[config.mk]
export PLATFORM = sky130hd
export DESIGN_NAME = memtest_engine
export DESIGN_NICKNAME = d
export VERILOG_FILES = /design/src/rtl/memtest_pkg.sv /design/src/rtl/memtest_regs.sv /design/src/rtl/memtest_ctrl.sv /design/src/rtl/memtest_irq.sv /design/src/rtl/memtest_engine.sv
export SDC_FILE = /design/constraint.sdc
export NUM_CORES = 1
export LEC_CHECK = 0
export ABC_AREA = 1
export BUFFER_PORTS_ARGS = -buffer_cell sky130_fd_sc_hd__buf_2
export CORE_UTILIZATION = 45
export CTS_CLUSTER_DIAMETER = 200
export CTS_CLUSTER_SIZE = 8
export DETAILED_ROUTE_END_ITERATION = 7
export GPL_TIMING_DRIVEN = 0
export MAX_ROUTING_LAYER = met4
export PLACE_DENSITY = 0.66
export REMOVE_ABC_BUFFERS = 1
export SLEW_MARGIN = 20
export SYNTH_ARGS = -nofsm -noshare
export SYNTH_HDL_FRONTEND = slang
export SYNTH_SLANG_ARGS = --single-unit
[constraint.sdc]
create_clock -name clk -period 2.11 [get_ports clk]
set_input_delay 0.3165 -clock clk [delete_from_list [all_inputs] [get_ports clk]]
set_output_delay 0.3165 -clock clk [all_outputs]
set_load 0.02 [all_outputs]
[src/rtl/memtest_pkg.sv]
// Shared constants and types of the memory test command engine.
// Assumes 32-bit data words and word-granular register offsets.
package memtest_pkg;

    localparam int RA_W  = 4;
    localparam int CMD_W = 6;
    localparam int ST_W  = 9;

    localparam logic [RA_W-1:0] RA_PATTERN = 4'd0;
    localparam logic [RA_W-1:0] RA_CMD     = 4'd1;
    localparam logic [RA_W-1:0] RA_STATUS  = 4'd2;
    localparam logic [RA_W-1:0] RA_SRC     = 4'd3;
    localparam logic [RA_W-1:0] RA_DST     = 4'd4;
    localparam logic [RA_W-1:0] RA_SIZE    = 4'd5;
    localparam logic [RA_W-1:0] RA_CSUM    = 4'd6;
    localparam logic [RA_W-1:0] RA_IKIND   = 4'd7;
    localparam logic [RA_W-1:0] RA_INUM    = 4'd8;

    localparam int CB_LEG  = 0;
    localparam int CB_MSI  = 1;
    localparam int CB_MSIX = 2;
    localparam int CB_RD   = 3;
    localparam int CB_WR   = 4;
    localparam int CB_CP   = 5;

    localparam int SB_RD_OK   = 0;
    localparam int SB_RD_FAIL = 1;
    localparam int SB_WR_OK   = 2;
    localparam int SB_WR_FAIL = 3;
    localparam int SB_CP_OK   = 4;
    localparam int SB_CP_FAIL = 5;
    localparam int SB_IRQ     = 6;
    localparam int SB_BAD_SRC = 7;
    localparam int SB_BAD_DST = 8;

    typedef enum logic [1:0] {
        IK_LEGACY = 2'd0,
        IK_MSI    = 2'd1,
        IK_MSIX   = 2'd2,
        IK_NONE   = 2'd3
    } irq_kind_e;

    typedef enum logic [1:0] {
        ES_IDLE = 2'd0,
        ES_RD   = 2'd1,
        ES_WR   = 2'd2,
        ES_FIN  = 2'd3
    } eng_state_e;

endpackage

[src/rtl/memtest_regs.sv]
// Register file of the test engine: host-visible registers, command
// acceptance with lowest-bit priority, and status accumulation.
// Assumes done pulses only while a command is held (busy).
module memtest_regs
    import memtest_pkg::*;
#(
    parameter int AW     = 32,
    parameter int DW     = 32,
    parameter int SIZE_W = 16
) (
    input  logic              clk,
    input  logic              rst_n,
    input  logic              s_sel,
    input  logic              s_we,
    input  logic [RA_W-1:0]   s_addr,
    input  logic [DW-1:0]     s_wdata,
    output logic [DW-1:0]     s_rdata,
    input  logic              done,
    input  logic [ST_W-1:0]   done_status,
    input  logic              irq_raised,
    input  logic              csum_we,
    input  logic [DW-1:0]     csum_val,
    output logic              start,
    output logic [CMD_W-1:0]  start_cmd,
    output logic              busy,
    output logic [AW-1:0]     src,
    output logic [AW-1:0]     dst,
    output logic [SIZE_W-1:0] size,
    output logic [1:0]        ikind,
    output logic [DW-1:0]     inum
);

    logic [DW-1:0]    pattern_q;
    logic [CMD_W-1:0] cmd_q;
    logic [ST_W-1:0]  status_q;
    logic [DW-1:0]    csum_q;
    logic [ST_W-1:0]  raised_bit;
    logic             wr_hit;
    logic [CMD_W-1:0] cmd_in;

    // Decode a host write and isolate the lowest set command bit.
    always_comb begin
        wr_hit    = s_sel && s_we;
        cmd_in    = s_wdata[CMD_W-1:0];
        start_cmd = cmd_in & (~cmd_in + CMD_W'(1));
        start     = wr_hit && (s_addr == RA_CMD) && (cmd_q == '0) && (cmd_in != '0);
        busy      = (cmd_q != '0);
        raised_bit = '0;
        raised_bit[SB_IRQ] = irq_raised;
    end

    // Plain configuration registers written by the host.
    always_ff @(posedge clk) begin
        if (!rst_n) begin
            pattern_q <= '0;
            src       <= '0;
            dst       <= '0;
            size      <= '0;
            ikind     <= '0;
            inum      <= '0;
        end else if (wr_hit) begin
            case (s_addr)
                RA_PATTERN: pattern_q <= s_wdata;
                RA_SRC:     src       <= s_wdata[AW-1:0];
                RA_DST:     dst       <= s_wdata[AW-1:0];
                RA_SIZE:    size      <= s_wdata[SIZE_W-1:0];
                RA_IKIND:   ikind     <= s_wdata[1:0];
                RA_INUM:    inum      <= s_wdata;
                default:    ;
            endcase
        end
    end

    // Command holding register: set on accept, cleared on completion.
    always_ff @(posedge clk) begin
        if (!rst_n) begin
            cmd_q <= '0;
        end else if (start) begin
            cmd_q <= start_cmd;
        end else if (done) begin
            cmd_q <= '0;
        end
    end

    // Status word: cleared at start, accumulates the outcome at done.
    always_ff @(posedge clk) begin
        if (!rst_n) begin
            status_q <= '0;
        end else if (start) begin
            status_q <= '0;
        end else if (done) begin
            status_q <= status_q | done_status | raised_bit;
        end
    end

    // Checksum result of the last successful data operation.
    always_ff @(posedge clk) begin
        if (!rst_n) begin
            csum_q <= '0;
        end else if (csum_we) begin
            csum_q <= csum_val;
        end
    end

    // Read-back multiplexer.
    always_comb begin
        case (s_addr)
            RA_PATTERN: s_rdata = pattern_q;
            RA_CMD:     s_rdata = DW'(cmd_q);
            RA_STATUS:  s_rdata = DW'(status_q);
            RA_SRC:     s_rdata = DW'(src);
            RA_DST:     s_rdata = DW'(dst);
            RA_SIZE:    s_rdata = DW'(size);
            RA_CSUM:    s_rdata = csum_q;
            RA_IKIND:   s_rdata = DW'(ikind);
            RA_INUM:    s_rdata = inum;
            default:    s_rdata = '0;
        endcase
    end

endmodule

[src/rtl/memtest_ctrl.sv]
// Operation sequencer: validates addresses, walks the buffers on the
// memory master port, folds the checksum and reports the outcome.
// Assumes one outstanding request; m_ack arrives for the held request.
module memtest_ctrl
    import memtest_pkg::*;
#(
    parameter int          AW        = 32,
    parameter int          DW        = 32,
    parameter int          SIZE_W    = 16,
    parameter logic [31:0] FILL_SEED = 32'hC0DE_0000
) (
    input  logic              clk,
    input  logic              rst_n,
    input  logic              start,
    input  logic [CMD_W-1:0]  start_cmd,
    input  logic [AW-1:0]     src,
    input  logic [AW-1:0]     dst,
    input  logic [SIZE_W-1:0] size,
    input  logic [1:0]        ikind,
    input  logic [DW-1:0]     inum,
    output logic              m_req,
    output logic              m_we,
    output logic [AW-1:0]     m_addr,
    output logic [DW-1:0]     m_wdata,
    input  logic              m_ack,
    input  logic              m_err,
    input  logic [DW-1:0]     m_rdata,
    output logic              done,
    output logic [ST_W-1:0]   done_status,
    output logic              csum_we,
    output logic [DW-1:0]     csum_val,
    output logic              fire,
    output logic [1:0]        fire_kind,
    output logic [DW-1:0]     fire_num
);

    localparam int STEP = DW / 8;

    eng_state_e       state_q;
    logic [CMD_W-1:0] op_q;
    logic [AW-1:0]    src_q, dst_q;
    logic [SIZE_W-1:0] size_q, idx_q;
    logic [1:0]       ikind_q;
    logic [DW-1:0]    inum_q, csum_q, data_q;
    logic             ok_q, bad_src_q, bad_dst_q;
    logic             need_src, need_dst, bad_src_in, bad_dst_in, is_irq_in;
    logic             last;

    // Address validation of the incoming command.
    always_comb begin
        need_src   = start_cmd[CB_RD] | start_cmd[CB_CP];
        need_dst   = start_cmd[CB_WR] | start_cmd[CB_CP];
        bad_src_in = need_src && ((src == '0) || (src[1:0] != 2'b00));
        bad_dst_in = need_dst && ((dst == '0) || (dst[1:0] != 2'b00));
        is_irq_in  = |start_cmd[CB_MSIX:CB_LEG];
        last       = (idx_q == size_q - SIZE_W'(1));
    end

    // Sequencer state, buffer pointers and checksum fold.
    always_ff @(posedge clk) begin
        if (!rst_n) begin
            state_q   <= ES_IDLE;
            op_q      <= '0;
            src_q     <= '0;
            dst_q     <= '0;
            size_q    <= '0;
            idx_q     <= '0;
            ikind_q   <= '0;
            inum_q    <= '0;
            csum_q    <= '0;
            data_q    <= '0;
            ok_q      <= 1'b0;
            bad_src_q <= 1'b0;
            bad_dst_q <= 1'b0;
        end else begin
            case (state_q)
                ES_IDLE: begin
                    if (start) begin
                        op_q      <= start_cmd;
                        src_q     <= src;
                        dst_q     <= dst;
                        size_q    <= size;
                        ikind_q   <= ikind;
                        inum_q    <= inum;
                        idx_q     <= '0;
                        csum_q    <= '0;
                        bad_src_q <= bad_src_in;
                        bad_dst_q <= bad_dst_in;
                        ok_q      <= !(bad_src_in || bad_dst_in);
                        if (is_irq_in || bad_src_in || bad_dst_in || (size == '0)) begin
                            state_q <= ES_FIN;
                        end else if (need_src) begin
                            state_q <= ES_RD;
                        end else begin
                            state_q <= ES_WR;
                        end
                    end
                end
                ES_RD: begin
                    if (m_ack) begin
                        if (m_err) begin
                            ok_q    <= 1'b0;
                            state_q <= ES_FIN;
                        end else begin
                            csum_q <= csum_q ^ m_rdata;
                            data_q <= m_rdata;
                            if (op_q[CB_CP]) begin
                                state_q <= ES_WR;
                            end else begin
                                idx_q <= idx_q + SIZE_W'(1);
                                src_q <= src_q + AW'(STEP);
                                if (last) state_q <= ES_FIN;
                            end
                        end
                    end
                end
                ES_WR: begin
                    if (m_ack) begin
                        if (m_err) begin
                            ok_q    <= 1'b0;
                            state_q <= ES_FIN;
                        end else begin
                            if (op_q[CB_WR]) csum_q <= csum_q ^ m_wdata;
                            idx_q <= idx_q + SIZE_W'(1);
                            src_q <= src_q + AW'(STEP);
                            dst_q <= dst_q + AW'(STEP);
                            if (last) begin
                                state_q <= ES_FIN;
                            end else if (op_q[CB_CP]) begin
                                state_q <= ES_RD;
                            end
                        end
                    end
                end
                default: state_q <= ES_IDLE;
            endcase
        end
    end

    // Master port drive.
    always_comb begin
        m_req   = (state_q == ES_RD) || (state_q == ES_WR);
        m_we    = (state_q == ES_WR);
        m_addr  = (state_q == ES_RD) ? src_q : dst_q;
        m_wdata = op_q[CB_CP] ? data_q : (FILL_SEED + DW'(idx_q));
    end

    // Completion report and interrupt request.
    always_comb begin
        done        = (state_q == ES_FIN);
        done_status = '0;
        done_status[SB_RD_OK]   = op_q[CB_RD] &&  ok_q;
        done_status[SB_RD_FAIL] = op_q[CB_RD] && !ok_q;
        done_status[SB_WR_OK]   = op_q[CB_WR] &&  ok_q;
        done_status[SB_WR_FAIL] = op_q[CB_WR] && !ok_q;
        done_status[SB_CP_OK]   = op_q[CB_CP] &&  ok_q;
        done_status[SB_CP_FAIL] = op_q[CB_CP] && !ok_q;
        done_status[SB_BAD_SRC] = bad_src_q;
        done_status[SB_BAD_DST] = bad_dst_q;
        csum_we  = done && ok_q && (|op_q[CB_CP:CB_RD]);
        csum_val = csum_q;
        fire     = done;
        fire_num = inum_q;
        if (op_q[CB_LEG])       fire_kind = IK_LEGACY;
        else if (op_q[CB_MSI])  fire_kind = IK_MSI;
        else if (op_q[CB_MSIX]) fire_kind = IK_MSIX;
        else                    fire_kind = ikind_q;
    end

endmodule

[src/rtl/memtest_irq.sv]
// Interrupt stage: checks the vector number against the selected kind
// and emits a one-cycle registered pulse on the matching line.
// Assumes fire is a single-cycle request.
module memtest_irq
    import memtest_pkg::*;
#(
    parameter int DW       = 32,
    parameter int MSI_MAX  = 32,
    parameter int MSIX_MAX = 2048,
    parameter int VEC_W    = 12
) (
    input  logic             clk,
    input  logic             rst_n,
    input  logic             fire,
    input  logic [1:0]       fire_kind,
    input  logic [DW-1:0]    fire_num,
    output logic             raised,
    output logic             irq_legacy,
    output logic             irq_msi,
    output logic             irq_msix,
    output logic [VEC_W-1:0] irq_vec
);

    logic num_ok;

    // Range check of the vector number per interrupt kind.
    always_comb begin
        case (fire_kind)
            IK_LEGACY: num_ok = (fire_num == '0);
            IK_MSI:    num_ok = (fire_num >= DW'(1)) && (fire_num <= DW'(MSI_MAX));
            IK_MSIX:   num_ok = (fire_num >= DW'(1)) && (fire_num <= DW'(MSIX_MAX));
            default:   num_ok = 1'b0;
        endcase
        raised = fire && num_ok;
    end

    // Registered pulse and vector output.
    always_ff @(posedge clk) begin
        if (!rst_n) begin
            irq_legacy <= 1'b0;
            irq_msi    <= 1'b0;
            irq_msix   <= 1'b0;
            irq_vec    <= '0;
        end else begin
            irq_legacy <= raised && (fire_kind == IK_LEGACY);
            irq_msi    <= raised && (fire_kind == IK_MSI);
            irq_msix   <= raised && (fire_kind == IK_MSIX);
            irq_vec    <= raised ? fire_num[VEC_W-1:0] : '0;
        end
    end

endmodule

[src/rtl/memtest_engine.sv]
// Top of the memory test command engine: register port, sequencer and
// interrupt stage. Assumes a single-outstanding memory slave.
module memtest_engine
    import memtest_pkg::*;
#(
    parameter int          AW        = 32,
    parameter int          DW        = 32,
    parameter int          SIZE_W    = 16,
    parameter int          MSI_MAX   = 32,
    parameter int          MSIX_MAX  = 2048,
    parameter logic [31:0] FILL_SEED = 32'hC0DE_0000,
    localparam int         VEC_W     = $clog2(MSIX_MAX + 1)
) (
    input  logic             clk,
    input  logic             rst_n,
    input  logic             s_sel,
    input  logic             s_we,
    input  logic [3:0]       s_addr,
    input  logic [DW-1:0]    s_wdata,
    output logic [DW-1:0]    s_rdata,
    output logic             m_req,
    output logic             m_we,
    output logic [AW-1:0]    m_addr,
    output logic [DW-1:0]    m_wdata,
    input  logic             m_ack,
    input  logic             m_err,
    input  logic [DW-1:0]    m_rdata,
    output logic             irq_legacy,
    output logic             irq_msi,
    output logic             irq_msix,
    output logic [VEC_W-1:0] irq_vec
);

    logic              start_w, busy_w, done_w, csum_we_w, fire_w, raised_w;
    logic [CMD_W-1:0]  start_cmd_w;
    logic [AW-1:0]     src_w, dst_w;
    logic [SIZE_W-1:0] size_w;
    logic [1:0]        ikind_w, fire_kind_w;
    logic [DW-1:0]     inum_w, csum_w, fire_num_w;
    logic [ST_W-1:0]   done_status_w;

    memtest_regs #(.AW(AW), .DW(DW), .SIZE_W(SIZE_W)) i_regs (
        .clk(clk), .rst_n(rst_n),
        .s_sel(s_sel), .s_we(s_we), .s_addr(s_addr), .s_wdata(s_wdata), .s_rdata(s_rdata),
        .done(done_w), .done_status(done_status_w), .irq_raised(raised_w),
        .csum_we(csum_we_w), .csum_val(csum_w),
        .start(start_w), .start_cmd(start_cmd_w), .busy(busy_w),
        .src(src_w), .dst(dst_w), .size(size_w), .ikind(ikind_w), .inum(inum_w)
    );

    memtest_ctrl #(.AW(AW), .DW(DW), .SIZE_W(SIZE_W), .FILL_SEED(FILL_SEED)) i_ctrl (
        .clk(clk), .rst_n(rst_n),
        .start(start_w), .start_cmd(start_cmd_w),
        .src(src_w), .dst(dst_w), .size(size_w), .ikind(ikind_w), .inum(inum_w),
        .m_req(m_req), .m_we(m_we), .m_addr(m_addr), .m_wdata(m_wdata),
        .m_ack(m_ack), .m_err(m_err), .m_rdata(m_rdata),
        .done(done_w), .done_status(done_status_w),
        .csum_we(csum_we_w), .csum_val(csum_w),
        .fire(fire_w), .fire_kind(fire_kind_w), .fire_num(fire_num_w)
    );

    memtest_irq #(.DW(DW), .MSI_MAX(MSI_MAX), .MSIX_MAX(MSIX_MAX), .VEC_W(VEC_W)) i_irq (
        .clk(clk), .rst_n(rst_n),
        .fire(fire_w), .fire_kind(fire_kind_w), .fire_num(fire_num_w),
        .raised(raised_w),
        .irq_legacy(irq_legacy), .irq_msi(irq_msi), .irq_msix(irq_msix), .irq_vec(irq_vec)
    );

endmodule

Word level (Yosys, flattened, before mapping)
Index checks and enable logic that the tools add are counted.

operators by class
  order comparisons = 3
  equality and inequality tests = 25
  reduce and logical (&&, ||, !) cells = 62
  bitwise gates (word level) = 10
  mux-type cells = 50
  $add $sub $neg = 6

operator list
  cell                                                                 number
  2-to-1 mux 32 bit                                                    17
  one-hot mux 32 bit (9 select lines)                                  1
  one-hot mux 32 bit (3 select lines)                                  2
  logical NOT 32 bit                                                   3
  2-to-1 mux 16 bit                                                    6
  adder 32 x 3 -> 32 bit (second input constant)                       2
  one-hot mux 32 bit (2 select lines)                                  1
  XOR 32 bit                                                           2
  one-hot mux 16 bit (3 select lines)                                  1
  adder 31 x 17 -> 32 bit (first input constant)                       1
  greater-or-equal comparator 32 x 1 -> 1 bit (second input constant)  1
  <= comparator 32 x 12 -> 1 bit (second input constant)               1
  <= comparator 32 x 6 -> 1 bit (second input constant)                1
  2-to-1 mux 2 bit                                                     14
  logical AND 1 bit                                                    20
  adder 16 x 1 -> 16 bit (second input constant)                       1
  equality test 16 bit                                                 1
  equality test 4 x 3 -> 1 bit (second input constant)                 4
  logical NOT 16 bit                                                   1
  AND reduction 2 bit                                                  8
  subtractor 16 x 1 -> 16 bit (second input constant)                  1
  AND reduction 7 bit                                                  2
  2-to-1 mux 6 bit                                                     2
  != test 2 x 1 -> 1 bit (second input constant)                       5
  32 further kinds                                                     58

word-level totals
  input port bits = 74
  flip-flop bits (word level) = 413
  word-level logic and storage cells = 182

Logic depth before layout (Yosys ltp)
  word-level depth = 11
  mapped depth = 18
  mapped depth without buffers = 18

By module
Synthesis repeated with hierarchy kept, for this count alone.

second synthesis, totals
  cell total of the unflattened synthesis = 3,044
  area total of the unflattened synthesis = 20,350.8 µm²

modules (own cells, without submodules)
  module        times used  cells an instance  area an instance (µm²)  seq. area each (µm²)
  memtest_ctrl  1           1,783              11,441.0                4,103.9
  memtest_regs  1           1,154              8,156.6                 3,863.7
  memtest_irq   1           107                753.2                   300.3

Worst setup path before layout
Ideal clock, no wire load.

  path kind = flip-flop to flip-flop
  start = reg i_ctrl.state_q[0]
  end = reg i_ctrl.dst_q[31]
  clock period less this slack = 2.160 ns
  setup slack = -0.050 ns
  buffers on the path = 4
  required time = 1.978 ns
  arrival time = 2.028 ns
  cell stages (with the launch flop) = 11
  cells stage by stage = dfxtp_1 > inv_1 > ha_1 > buf_2 > inv_1 > buf_2 > buf_2 > clkbuf_1 > a21oi_1 > o21ai_0 > a21oi_1

between the ends
  word-level cells in the longest chain between the ends = 3
  elaborated cells on any way between the ends = 8
  classes of those cells = eq/ne: 4; mux: 1; reduce/logical: 3

ends and longest elaborated chain
  element                                                 RTL line              text
  start: declaration                                      memtest_ctrl.sv:39    eng_state_e state_q;
  start signal: assignment                                memtest_ctrl.sv:62    state_q <= ES_IDLE;
  start signal: assignment                                memtest_ctrl.sv:91    state_q <= ES_FIN;
  start signal: assignment                                memtest_ctrl.sv:93    state_q <= ES_RD;
  equality test 2 bit *                                   -
  via m_we                                                memtest_engine.sv:22  output logic m_we,
  != test 2 bit (no source line) (tied with other cells)  -
  AND reduction 4 bit (no source line)                    -
  end signal: assignment                                  memtest_ctrl.sv:81    dst_q <= dst;
  end signal: assignment                                  memtest_ctrl.sv:126   dst_q <= dst_q + AW'(STEP);
  end: declaration                                        memtest_ctrl.sv:41    logic [AW-1:0] src_q, dst_q;

Mark *: on every way through the listed nets, which the timed path passes. The rest lies on a longest branch.
A chain may end at the register's enable or synchronous reset.

Final worst setup path
  start = reg i_ctrl.state_q[1]
  end = reg i_ctrl.src_q[19]

between the ends
  word-level cells in the longest chain between the ends = 3
  elaborated cells on any way between the ends = 12
  classes of those cells = eq/ne: 8; mux: 1; reduce/logical: 3

ends and longest elaborated chain
  element                                                 RTL line             text
  equality test 2 x 1 -> 1 bit (tied with other cells)    memtest_ctrl.sv:76   case (state_q)
  != test 2 bit (no source line) (tied with other cells)  -
  AND reduction 7 bit (no source line)                    -
  end signal: assignment                                  memtest_ctrl.sv:80   src_q <= src;
  end signal: assignment                                  memtest_ctrl.sv:111  src_q <= src_q + AW'(STEP);
  end signal: assignment                                  memtest_ctrl.sv:125  src_q <= src_q + AW'(STEP);
  end: declaration                                        memtest_ctrl.sv:41

Parallel ways exist; a longest one is shown, timed or not.

==> summary.txt <==
Maximum VDD drop = 0.770 mV
CP max stage cell = dfxtp_4
Antenna violations before repair = 3
Ports = 187
Seq. cell area = 8310 sq um
Commonest non-fill, non-tap cells in the layout = dfxtp_1, nand2_1, a21oi_1, inv_1, o21ai_0
CTS tree = yes
Register-to-Register Path Depth = 14
Worst-Skew Late Latency = 630 ps
Post-route setup TNS = -6810 ps
Diodes inserted = 0
DIE AREA = 45,500 sq um
Area Growth Syn to Fin = 40.6%
Final setup fails = 119
Main flop type after synthesis = dfxtp_1
Max cap viols = 0
Pre-CTS setup slack = -1520 ps
Synth cell types = 49
Dominant cell type by area after synthesis = dfxtp_1
Core Rows = 77
Fmax = 0.439 GHz
WL/cell = 23.6 um
Post-synth ARST share = 0%
Failing checks = negative setup slack
Top-area cell type share of the netlist area = 41.2%
Seq pwr share = 32.8%
Switching power = 0.0103 W
Worst Hold Depth = 3
Critical-path cell list = inv_4 -> ha_4 -> buf_6 -> buf_6 -> clkinv_8 -> a21oi_4 -> a221oi_4 -> buf_6 -> nand2_8 -> buf_12 -> buf_12 -> clkinv_8 -> nand2_2 -> a21oi_1
Final Util = 64.0%
Max clock buf depth = 3
CP startpoint kind = flop
Worst-margin pin slew = 1060 ps
Net Sw Frac = 37.8%
WP data arrival = 2820 ps
Global-route wire length before repair = 124,000 um
Buffers on Ports = 186
Crit path kind = flop to flop
Routability-driven placement congestion ratio = 0.969
Critical hold path startpoint = m_rdata[11]
Initial drt markers = 2,338
WP data required = 2650 ps
Routed wire length = 89,200 um
Root buf cell = clkbuf_16
Layout cells sized above 1 = 28.0%
Clock power share = 30.2%
DRC = 0
Sink Count = 413
Setup WS post-layout = -166 ps
Worst path max stage delay = 370 ps
Worst Path Max Fanout = 8
Hold Fails Final Rpt = 0
Sequential area share after synthesis = 41.2%
Critical Path Sink Type = flop
Commonest non-fill, non-tap cell in the layout = dfxtp_1
Avg Synthesized Cell Area = 6.99 sq um
Grt total ovfl = 0
Unrepaired setup endpoints after global routing = yes
Final nets = 3,266
CTS HTree Levels = 2
TritonCTS buffer count = 57
DPL Wire Length = 49,900 um
Internal = 0.0170 W
Layout filler cell count = 3,750
Final ANT Viol Nets = 0
Leak pwr = 11.1 nW
#FFs+latches synth = 413
Initial Util = 45.5%
Area of the core = 44,100 sq um
Largest net degree at the start of global routing = 138
Most used cell, CP = buf_6
Status = finished with violations
Reg2reg start = i_ctrl.state_q[1]$_SDFFE_PN0P_
Ranking of synthesized cells by area = dfxtp_1, o21ai_0, a21oi_1, nand2_1, inv_1
Vias in the first global route = 20,600
Total Routing Usage GR = 37.9%
Number of synthesized flops with an enable pin = 0
Combined area of the multi-input logic cells = 12,000 sq um
Clock transition at path regs = 60 ps
Post-Synthesis Cells = 2,873
Vias/cell = 5.90
Clk_skew = 20.9 ps
Cell Area, Synth = 20,100 sq um
Via total after detailed routing = 22,300
Final min period = 2280 ps
Hold Crit Class = input pin to flop
Period utilization = 108%
Drt first pass iters = 7
Die W = 213 um
Crit path from = i_ctrl.state_q[1]$_SDFFE_PN0P_
Final Slew Violations = 0
PwrDens = 969 nW/um^2
Die H = 213 um
Comb power frac = 37.0%
Worst slew margin = 29.2%
Ys Warns = 0
cell usage after synthesis (2+ instances only):
cell type / n
buf_6: 3
nor3_1: 37
dfxtp_1: 413
clkbuf_1: 135
nor2_4: 5
inv_2: 9
xor2_1: 40
buf_4: 4
buf_1: 5
o21ai_0: 390
nor4_1: 17
xnor2_1: 26
inv_1: 359
o221ai_1: 20
nand4_1: 28
o21ai_1: 4
nor2_1: 265
nand3_2: 2
o22ai_1: 28
mux2i_1: 8
nand3b_1: 2
a221oi_1: 32
o21ai_2: 2
buf_2: 20
o21ai_4: 2
and3_1: 8
a211oi_1: 15
nand2_2: 5
clkinv_1: 3
or2_2: 9
a21oi_1: 363
nand2_1: 429
ha_1: 13
nor3b_1: 3
nand2_4: 2
a31oi_1: 8
nor2_2: 9
o211ai_1: 24
nand3_1: 116
power by group through the flow:
stage	clock, W	sequential [W]	combinational (W)
floorplan	0	0.00884	0.00304
global placement	0	0.00896	0.00454
detailed placement	0	0.00899	0.00477
CTS	0.00831	0.00889	0.00808
global route	0.00864	0.00902	0.0104
finish	0.00828	0.00897	0.0101
registers in the layout, summed over array words and instances (netlist names), 2 cells and up:
name and count:
i_regs.inum 32, i_ctrl.dst_q 32, i_ctrl.idx_q 16, i_irq.irq_vec 12, i_ctrl.state_q 2, i_ctrl.data_q 32, i_regs.dst 32, i_regs.pattern_q 32
i_regs.status_q 9, i_ctrl.csum_val 32, i_ctrl.op_q 6, i_regs.size 16, i_regs.ikind 2, i_regs.csum_q 32, i_ctrl.fire_num 32, i_regs.src 32
i_regs.cmd_q 6, i_ctrl.size_q 16, i_ctrl.ikind_q 2, i_ctrl.src_q 32
kinds of logic after synthesis:
logic type               count (synthesis)  share of synthesized area, %
AND/OR/NAND/NOR                        945                          20.4
AO/OA/AOI/OAI                          890                          24.0
buffers and inverters                  538                          10.4
flip-flops                             413                          41.2
XOR/XNOR                                66                          2.88
adder cells (fa/ha/maj)                 13                         0.810
multiplexers                             8                         0.399
worst max-delay path, delay by kind of cell (launching register included):
kind | cells | cell delay [ps]
fa+ha+maj | 1 | 180
flops | 1 | 370
buf+inv | 8 | 970
compound gates | 3 | 500
simple gates | 2 | 150
path summary, 6_finish.rpt:
kind | to | slack [ps]
setup / recovery | i_ctrl.src_q[19]$_SDFFE_PN0P_ | -170
hold reg to reg | i_ctrl.data_q[26]$_SDFFE_PN0P_ | 440
setup reg to reg | i_ctrl.src_q[19]$_SDFFE_PN0P_ | -170
hold / removal | i_ctrl.data_q[11]$_SDFFE_PN0P_ | 20
area by class of cell:
class	count	share of cell area (%)
multi-input combinational	1934	42.4
sequential	413	29.4
timing repair inverter	16	0.842
clock buffer	57	5.05
inverter	371	5.65
tap	592	2.62
clock inverter	4	0.253
timing repair buffer	386	13.8
what timing repair did:
| item | CTS | global route |
|---|---|---|
| hold buffers | 27 | 0 |
| setup buffers | 96 | 50 |
| gates resized for setup | 497 | 340 |
| pin swaps | 71 | 82 |
| hold endpoints to repair | 27 | 0 |
| setup endpoints to repair | 361 | 262 |
| gates cloned | 34 | 12 |
per-stage QoR:
stage | cell area (sq um) | power, W | hold slack (ps) | std cells
3_5_place_dp | 21500 | 0.0138 | 437 | 3500
4_1_cts | 26500 | 0.0253 | 1.43 | 3717
3_3_place_gp | 21100 | 0.0135 | 432 | 3484
5_1_grt | 28200 | 0.0281 | 44.6 | 3773
2_1_floorplan | 19400 | 0.0119 | 418 | 2706
6_report | 28200 | 0.0274 | 20.1 | 3773
per-layer routing:
metal  wire length, um  track usage, %  vias to the layer above
met3              8190            7.43                      332
met1             33700            44.5                    10600
met4              6350            23.6                        0
li1                  -               -                    10200
met2             40900            59.7                     1148
met5                 0               -                        -
No activity file was read; power rests on OpenSTA's default activity.
